<file path="src/rtl/dphy_tw_pkg.sv">
package dphy_tw_pkg;

    localparam int TW_W        = 8;
    localparam int NUM_RANGES  = 29;

    typedef enum logic [3:0] {
        PH_IDLE,
        PH_CLR,
        PH_REL,
        PH_CLKHI,
        PH_CODE,
        PH_CODELAT,
        PH_DATA,
        PH_DATALAT,
        PH_END
    } phase_e;

    typedef struct packed {
        logic            clr;
        logic            clk;
        logic            en;
        logic [TW_W-1:0] din;
    } tport_s;

    typedef struct packed {
        logic [TW_W-1:0] code;
        logic [TW_W-1:0] data;
    } wreq_s;

    typedef struct packed {
        logic [15:0]     limit;
        logic [TW_W-1:0] sel;
    } band_s;

    // Band table in increasing limit order; the order sets the priority.
    function automatic band_s band_entry(input int idx);
        band_s e;
        case (idx)
            0:  e = '{16'd90,   8'h00};
            1:  e = '{16'd100,  8'h20};
            2:  e = '{16'd110,  8'h40};
            3:  e = '{16'd125,  8'h02};
            4:  e = '{16'd140,  8'h22};
            5:  e = '{16'd150,  8'h42};
            6:  e = '{16'd160,  8'h04};
            7:  e = '{16'd180,  8'h24};
            8:  e = '{16'd200,  8'h44};
            9:  e = '{16'd210,  8'h06};
            10: e = '{16'd240,  8'h26};
            11: e = '{16'd250,  8'h46};
            12: e = '{16'd270,  8'h08};
            13: e = '{16'd300,  8'h28};
            14: e = '{16'd330,  8'h48};
            15: e = '{16'd360,  8'h2a};
            16: e = '{16'd400,  8'h4a};
            17: e = '{16'd450,  8'h0c};
            18: e = '{16'd500,  8'h2c};
            19: e = '{16'd550,  8'h0e};
            20: e = '{16'd600,  8'h2e};
            21: e = '{16'd650,  8'h10};
            22: e = '{16'd700,  8'h30};
            23: e = '{16'd750,  8'h12};
            24: e = '{16'd800,  8'h32};
            25: e = '{16'd850,  8'h14};
            26: e = '{16'd900,  8'h34};
            27: e = '{16'd950,  8'h54};
            default: e = '{16'd1000, 8'h74};
        endcase
        return e;
    endfunction

    function automatic phase_e next_phase(input phase_e ph);
        case (ph)
            PH_CLR:     return PH_REL;
            PH_REL:     return PH_CLKHI;
            PH_CLKHI:   return PH_CODE;
            PH_CODE:    return PH_CODELAT;
            PH_CODELAT: return PH_DATA;
            PH_DATA:    return PH_DATALAT;
            PH_DATALAT: return PH_END;
            default:    return PH_IDLE;
        endcase
    endfunction

    function automatic tport_s pins_for(input phase_e ph, input wreq_s rq);
        tport_s p;
        p = '0;
        case (ph)
            PH_CLR:     p.clr = 1'b1;
            PH_CLKHI:   p.clk = 1'b1;
            PH_CODE:    begin p.clk = 1'b1; p.en = 1'b1; p.din = rq.code; end
            PH_CODELAT: begin p.en = 1'b1; p.din = rq.code; end
            PH_DATA:    p.din = rq.data;
            PH_DATALAT: begin p.clk = 1'b1; p.din = rq.data; end
            PH_END:     p.din = rq.data;
            default:    p = '0;
        endcase
        return p;
    endfunction

endpackage

</file>
<file path="src/rtl/dphy_tw_band_lookup.sv">
module dphy_tw_band_lookup
    import dphy_tw_pkg::*;
#(
    parameter int RATE_W = 11
) (
    input  logic [RATE_W-1:0] rate_i,
    output logic              ok_o,
    output logic [TW_W-1:0]   sel_o
);
    logic [NUM_RANGES-1:0] below;

    for (genvar i = 0; i < NUM_RANGES; i++) begin : g_cmp
        localparam band_s ENT = band_entry(i);
        assign below[i] = 32'(rate_i) < 32'(ENT.limit);
    end

    always_comb begin
        ok_o  = 1'b0;
        sel_o = '0;
        for (int i = NUM_RANGES - 1; i >= 0; i--) begin
            if (below[i]) begin
                ok_o  = 1'b1;
                sel_o = band_entry(i).sel;
            end
        end
    end
endmodule

</file>
<file path="src/rtl/dphy_tw_phase_timer.sv">
module dphy_tw_phase_timer #(
    parameter int HOLD_W = 4
) (
    input  logic              clk,
    input  logic              rst,
    input  logic              load_i,
    input  logic              run_i,
    input  logic [HOLD_W-1:0] hold_i,
    output logic              last_o
);
    logic [HOLD_W-1:0] lim_q;
    logic [HOLD_W-1:0] cnt_q;

    assign last_o = run_i && (cnt_q == HOLD_W'(lim_q - 1'b1));

    always_ff @(posedge clk) begin
        if (rst) begin
            lim_q <= HOLD_W'(1);
            cnt_q <= '0;
        end else if (load_i) begin
            lim_q <= (hold_i == '0) ? HOLD_W'(1) : hold_i;
            cnt_q <= '0;
        end else if (run_i) begin
            cnt_q <= last_o ? '0 : HOLD_W'(cnt_q + 1'b1);
        end
    end
endmodule

</file>
<file path="src/rtl/dphy_tw_sequencer.sv">
module dphy_tw_sequencer
    import dphy_tw_pkg::*;
(
    input  logic   clk,
    input  logic   rst,
    input  logic   start_i,
    input  logic   req_ok_i,
    input  wreq_s  req_i,
    input  logic   last_i,
    output logic   accept_o,
    output logic   run_o,
    output tport_s pins_o,
    output logic   done_o,
    output logic   err_o
);
    phase_e ph_q, ph_d;
    wreq_s  rq_q;
    tport_s pins_q;
    logic   done_q, done_d;
    logic   err_q, err_d;
    logic   accept;

    always_comb begin
        ph_d   = ph_q;
        done_d = 1'b0;
        err_d  = 1'b0;
        accept = 1'b0;
        if (ph_q == PH_IDLE) begin
            if (start_i) begin
                if (req_ok_i) begin
                    ph_d   = PH_CLR;
                    accept = 1'b1;
                end else begin
                    err_d = 1'b1;
                end
            end
        end else if (last_i) begin
            ph_d   = next_phase(ph_q);
            done_d = (ph_q == PH_END);
        end
    end

    always_ff @(posedge clk) begin
        if (rst) begin
            ph_q   <= PH_IDLE;
            rq_q   <= '0;
            pins_q <= '0;
            done_q <= 1'b0;
            err_q  <= 1'b0;
        end else begin
            ph_q   <= ph_d;
            pins_q <= pins_for(ph_d, rq_q);
            done_q <= done_d;
            err_q  <= err_d;
            if (accept) rq_q <= req_i;
        end
    end

    assign accept_o = accept;
    assign run_o    = (ph_q != PH_IDLE);
    assign pins_o   = pins_q;
    assign done_o   = done_q;
    assign err_o    = err_q;
endmodule

</file>
<file path="src/rtl/dphy_test_writer.sv">
module dphy_test_writer
    import dphy_tw_pkg::*;
#(
    parameter int                RATE_W       = 11,
    parameter int                HOLD_W       = 4,
    parameter logic [TW_W-1:0]   BAND_ADDR    = 8'h44,
    parameter int                DEFAULT_MBPS = 849
) (
    input  logic              clk,
    input  logic              rst,
    input  logic              start_i,
    input  logic              use_rate_i,
    input  logic              rate_given_i,
    input  logic [RATE_W-1:0] rate_mbps_i,
    input  logic [7:0]        code_i,
    input  logic [7:0]        data_i,
    input  logic [HOLD_W-1:0] hold_i,
    output logic              testclr_o,
    output logic              testclk_o,
    output logic              testen_o,
    output logic [7:0]        testdin_o,
    output logic              busy_o,
    output logic              done_o,
    output logic              range_err_o
);
    localparam logic [RATE_W-1:0] DEF_RATE = RATE_W'(DEFAULT_MBPS);

    logic [RATE_W-1:0] eff_rate;
    logic              band_ok;
    logic [TW_W-1:0]   band_sel;
    wreq_s             req;
    logic              req_ok;
    logic              accept, run, last;
    tport_s            pins;

    assign eff_rate = rate_given_i ? rate_mbps_i : DEF_RATE;

    dphy_tw_band_lookup #(.RATE_W(RATE_W)) u_lookup (
        .rate_i (eff_rate),
        .ok_o   (band_ok),
        .sel_o  (band_sel)
    );

    always_comb begin
        if (use_rate_i) begin
            req.code = BAND_ADDR;
            req.data = band_sel;
            req_ok   = band_ok;
        end else begin
            req.code = code_i;
            req.data = data_i;
            req_ok   = 1'b1;
        end
    end

    dphy_tw_phase_timer #(.HOLD_W(HOLD_W)) u_timer (
        .clk    (clk),
        .rst    (rst),
        .load_i (accept),
        .run_i  (run),
        .hold_i (hold_i),
        .last_o (last)
    );

    dphy_tw_sequencer u_seq (
        .clk      (clk),
        .rst      (rst),
        .start_i  (start_i),
        .req_ok_i (req_ok),
        .req_i    (req),
        .last_i   (last),
        .accept_o (accept),
        .run_o    (run),
        .pins_o   (pins),
        .done_o   (done_o),
        .err_o    (range_err_o)
    );

    assign testclr_o = pins.clr;
    assign testclk_o = pins.clk;
    assign testen_o  = pins.en;
    assign testdin_o = pins.din;
    assign busy_o    = run;
endmodule

</file>
<file path="config.mk">
export PLATFORM = sky130hd
export DESIGN_NAME = dphy_test_writer
export DESIGN_NICKNAME = d
export VERILOG_FILES = /design/src/rtl/dphy_tw_pkg.sv /design/src/rtl/dphy_tw_band_lookup.sv /design/src/rtl/dphy_tw_phase_timer.sv /design/src/rtl/dphy_tw_sequencer.sv /design/src/rtl/dphy_test_writer.sv
export SDC_FILE = /design/constraint.sdc
export NUM_CORES = 1
export LEC_CHECK = 0
export CORE_UTILIZATION = 49
export DETAILED_ROUTE_END_ITERATION = 10
export PLACE_DENSITY = 0.74
export SETUP_SLACK_MARGIN = 0.3
export SYNTH_ARGS = -nofsm -noshare
export SYNTH_HDL_FRONTEND = slang
export SYNTH_SLANG_ARGS = --single-unit
</file>
<file path="constraint.sdc">
create_clock -name clk -period 2.3 [get_ports clk]
set_input_delay 0.23 -clock clk [delete_from_list [all_inputs] [get_ports clk]]
set_output_delay 0.23 -clock clk [all_outputs]
set_load 0.05 [all_outputs]
</file>
==> Flow_metrics.wiki <==
{| class="wikitable"
! Metric !! Value
|-
| Warning count from the yosys run || 0
|-
| Max-slew violation total from the final report || 0
|-
| Core outline area || 4880 sq um
|-
| Data arrival time at the worst-slack endpoint || 2.31 ns
|-
| Class of the worst hold path || reg -> reg
|-
| Maximum buffer depth of the clock tree || 2
|-
| Seq cells post-synth || 41
|-
| Number of top-level pins || 50
|-
| Largest net degree at the start of global routing || 29
|-
| DRC viols || 0
|-
| HPWL reported at the end of detailed placement || 6.069 mm
|-
| Depth of the CTS H-tree || 2
|-
| Largest fanout on the critical path || 8
|-
| Final Cycle Share || between 90% and 100%
|-
| Net count of the finished layout || 471
|-
| Area of the die || 5520 sq um
|-
| Mapped Area || 2561 sq um
|-
| Clk pin slew, worst setup/hold paths || approximately 0.080 ns
|-
| Count of final setup violators || 0
|-
| Non-filler cells, final || 500
|-
| Max-slew headroom || 66.33%
|-
| Instance area at placement || 3497 sq um
|-
| Slew at the pin closest to its max-slew limit || between 0.5 and 0.6 ns
|-
| DR iter-0 viols || 228
|-
| Number of clock buffers inserted by TritonCTS || 5
|-
| Share of the yosys chip area belonging to registers || 32.05%
|-
| Initial cell density of the core || 52.49%
|-
| EDFF count, synth || 0
|-
| CTS root buf || sky130_fd_sc_hd__clkbuf_8
|-
| Reg2reg setup slack || 0.22 ns
|-
| Wire length of the first global-routing pass || ~13 mm
|-
| Commonest register cell after synthesis || sky130_fd_sc_hd__dfxtp_1
|-
| Floorplan row count || 25
|-
| Async S/R FF share, synth || 0%
|-
| Power Dens Cells || 583.1 nW/um^2
|-
| Clock Sinks || 41
|-
| Synthesized instance count || 335
|-
| Iteration count of the initial detailed-routing pass || 4
|-
| Count of antenna diodes in the layout || 0
|-
| Ranking of synthesized cells by area || sky130_fd_sc_hd__dfxtp_1 32%, sky130_fd_sc_hd__a21oi_1 6.3%, sky130_fd_sc_hd__nand2_1 5.4%, sky130_fd_sc_hd__nor2_1 4.7%, sky130_fd_sc_hd__nand3_1 3.7%
|-
| IO Port Bufs || 49
|-
| Total number of vias || 2970
|-
| Area added between synthesis and finish || 48.17%
|-
| Placer congestion estimate || 1.023
|-
| Aggregate routed wire length || ~8.4 mm
|-
| Critical path required time || 2.53 ns
|-
| Critical path class || reg -> reg
|-
| Die X-Extent || ~74 um
|-
| Antenna violations before repair || 0
|-
| Die span in y || between 70 and 80 um
|-
| DR WL/cell || 16.86 um
|-
| Vias/cell || 5.940
|-
| Mapped Avg Cell Area || 7.645 sq um
|-
| Final critical delay including setup and external delays || between 2 and 2.5 ns
|-
| Most frequent cells in the layout || 67 x sky130_fd_sc_hd__buf_4, 41 x sky130_fd_sc_hd__clkdlybuf4s50_1, 39 x sky130_fd_sc_hd__dfxtp_1
|-
| Fraction of synthesized cell area taken by the top area cell type || 32.05%
|-
| Total non-filler cell area in the finished layout || 3795 sq um
|-
| Result of the run || finished, final reports clean
|-
| Cell type with the largest total area after synthesis || sky130_fd_sc_hd__dfxtp_1
|-
| Share of layout cells above drive strength 1 || 26.79%
|-
| Net count after synthesis || between 300 and 400
|-
| Timing-limited maximum frequency || approximately 480 MHz
|-
| Library cells used by synthesis || 61
|-
| Number of nets with antenna violations after detailed routing || 0
|-
| TritonCTS clock tree || built
|-
| Static leakage || 1.490 nW
|-
| Remaining global-route overflow || 0
|-
| DP Cell Count || 483
|-
| Final hold vios || 0
|-
| Most common cell after layout, fill and taps aside || sky130_fd_sc_hd__buf_4
|-
| Startpoint Class || register
|-
| Endpoint class of the critical path || register
|-
| Unrepaired setup endpoints after global routing || yes
|-
| Vias in the first global route || 2641
|-
| Reported max-cap violation count || 0
|-
| Largest vdd supply drop || 0.0006019 V
|-
| Largest clock skew in the final design || just over 0.006 ns
|-
| Total track usage || a little under a third
|-
| Clock insertion delay at the later pin of the skew report || 0.29 ns
|}
## synth_stat cells (4+ instances only)
cell	count
sky130_fd_sc_hd__dfxtp_1	41
sky130_fd_sc_hd__nand2_1	37
sky130_fd_sc_hd__a21oi_1	32
sky130_fd_sc_hd__nor2_1	32
sky130_fd_sc_hd__nand3_1	19
sky130_fd_sc_hd__o21ai_0	17
sky130_fd_sc_hd__clkbuf_1	16
sky130_fd_sc_hd__nor3_1	15
sky130_fd_sc_hd__inv_1	11
sky130_fd_sc_hd__a22o_1	8
sky130_fd_sc_hd__buf_2	8
sky130_fd_sc_hd__o211ai_1	6
sky130_fd_sc_hd__a31oi_1	5
sky130_fd_sc_hd__a211oi_1	4
sky130_fd_sc_hd__a311oi_1	4
sky130_fd_sc_hd__buf_6	4
sky130_fd_sc_hd__nand4_1	4
## power by group
group          internal [mW]  leakage, nW  switching, mW  total (mW)
Sequential             0.773        0.334         0.0465       0.819
Combinational          0.385         1.10          0.448       0.834
Clock                  0.316       0.0540          0.244       0.560
Total                   1.47         1.49          0.739        2.21
## registers in the layout, summed over array words and instances (netlist names)
| name | cells |
|---|---|
| u_timer.cnt_q | 4 |
| u_seq.err_o | 1 |
| u_seq.done_o | 1 |
| u_seq.pins_o | 11 |
| u_seq.rq_q | 16 |
| u_seq.ph_q | 4 |
| u_timer.lim_q | 4 |
## final timing paths
check	start	endpoint	cells past startpoint
setup / recovery	u_timer.lim_q[1]	u_seq.pins_o[5]	8
hold / removal	u_seq.rq_q[13]	u_seq.rq_q[13]	2
setup reg to reg	u_timer.lim_q[1]	u_seq.pins_o[5]	8
hold reg to reg	u_seq.rq_q[13]	u_seq.rq_q[13]	2
## kinds of logic (layout without fill, tap and decap cells)
logic type      after synthesis  count (layout)  share of synthesized area (%)
fa+ha+maj                     2               2                         0.9769
mux                           1               1                         0.4396
buf+inv                      41             139                          7.572
simple gates                135             135                          26.48
compound gates              108             108                          29.51
xor+xnor                      7               7                          2.980
flops                        41              41                          32.05
## metrics by stage
| step | worst slack [ns] | utilization [%] | total power, mW | hold WS [ns] | TNS [ns] |
|---|---|---|---|---|---|
| final | 0.2187 | 77.77 | 2.213 | 0.4539 | 0 |
| after global routing | 0.1587 | 77.77 | 2.308 | 0.4764 | 0 |
| after CTS | 0.2237 | 75.79 | 2.163 | 0.4546 | 0 |
| after detailed placement | -0.1485 | 71.67 | 1.568 | 0.4433 | -1.437 |
| after global placement | -0.1031 | 71.67 | 1.550 | 0.4385 | -0.6738 |
| after floorplan | 0.3154 | - | 1.269 | 0.3660 | 0 |
## worst max-delay path, stage by stage (launching register included)
cell and delay (ns):
sky130_fd_sc_hd__dfxtp_2 0.34, sky130_fd_sc_hd__inv_2 0.04, sky130_fd_sc_hd__ha_4 0.24, sky130_fd_sc_hd__xnor2_2 0.14
sky130_fd_sc_hd__nor4_4 0.33, sky130_fd_sc_hd__nand3_2 0.15, sky130_fd_sc_hd__a211o_1 0.31, sky130_fd_sc_hd__a21oi_4 0.28
sky130_fd_sc_hd__a22o_1 0.19
## metal layers
layer	vias up	part of all wire, %	track usage (%)
met3	17	7.9	7.588
met1	1389	43	40.81
li1	1422	-	-
met4	0	1.8	7.757
met5	-	0	0
met2	142	47	47.98
## what timing repair did
| action | 4_1_cts | 5_1_grt |
|---|---|---|
| pin swaps | 15 | 8 |
| gates cloned | 0 | 0 |
| hold buffers | 0 | 0 |
| gates resized for setup | 23 | 13 |
| setup buffers | 5 | 5 |
| setup endpoints to repair | 36 | 30 |
## layout make-up
cell class,count,area [sq um]
Clock inverter,2,35.03
Clock buffer,5,68.82
Sequential cell,41,823.3
Inverter,11,41.29
Multi-Input combinational cell,253,1667
Tap cell,67,83.83
Timing Repair Buffer,121,1076
Fill cell,368,1085
Power figures use the tool's default switching activity.
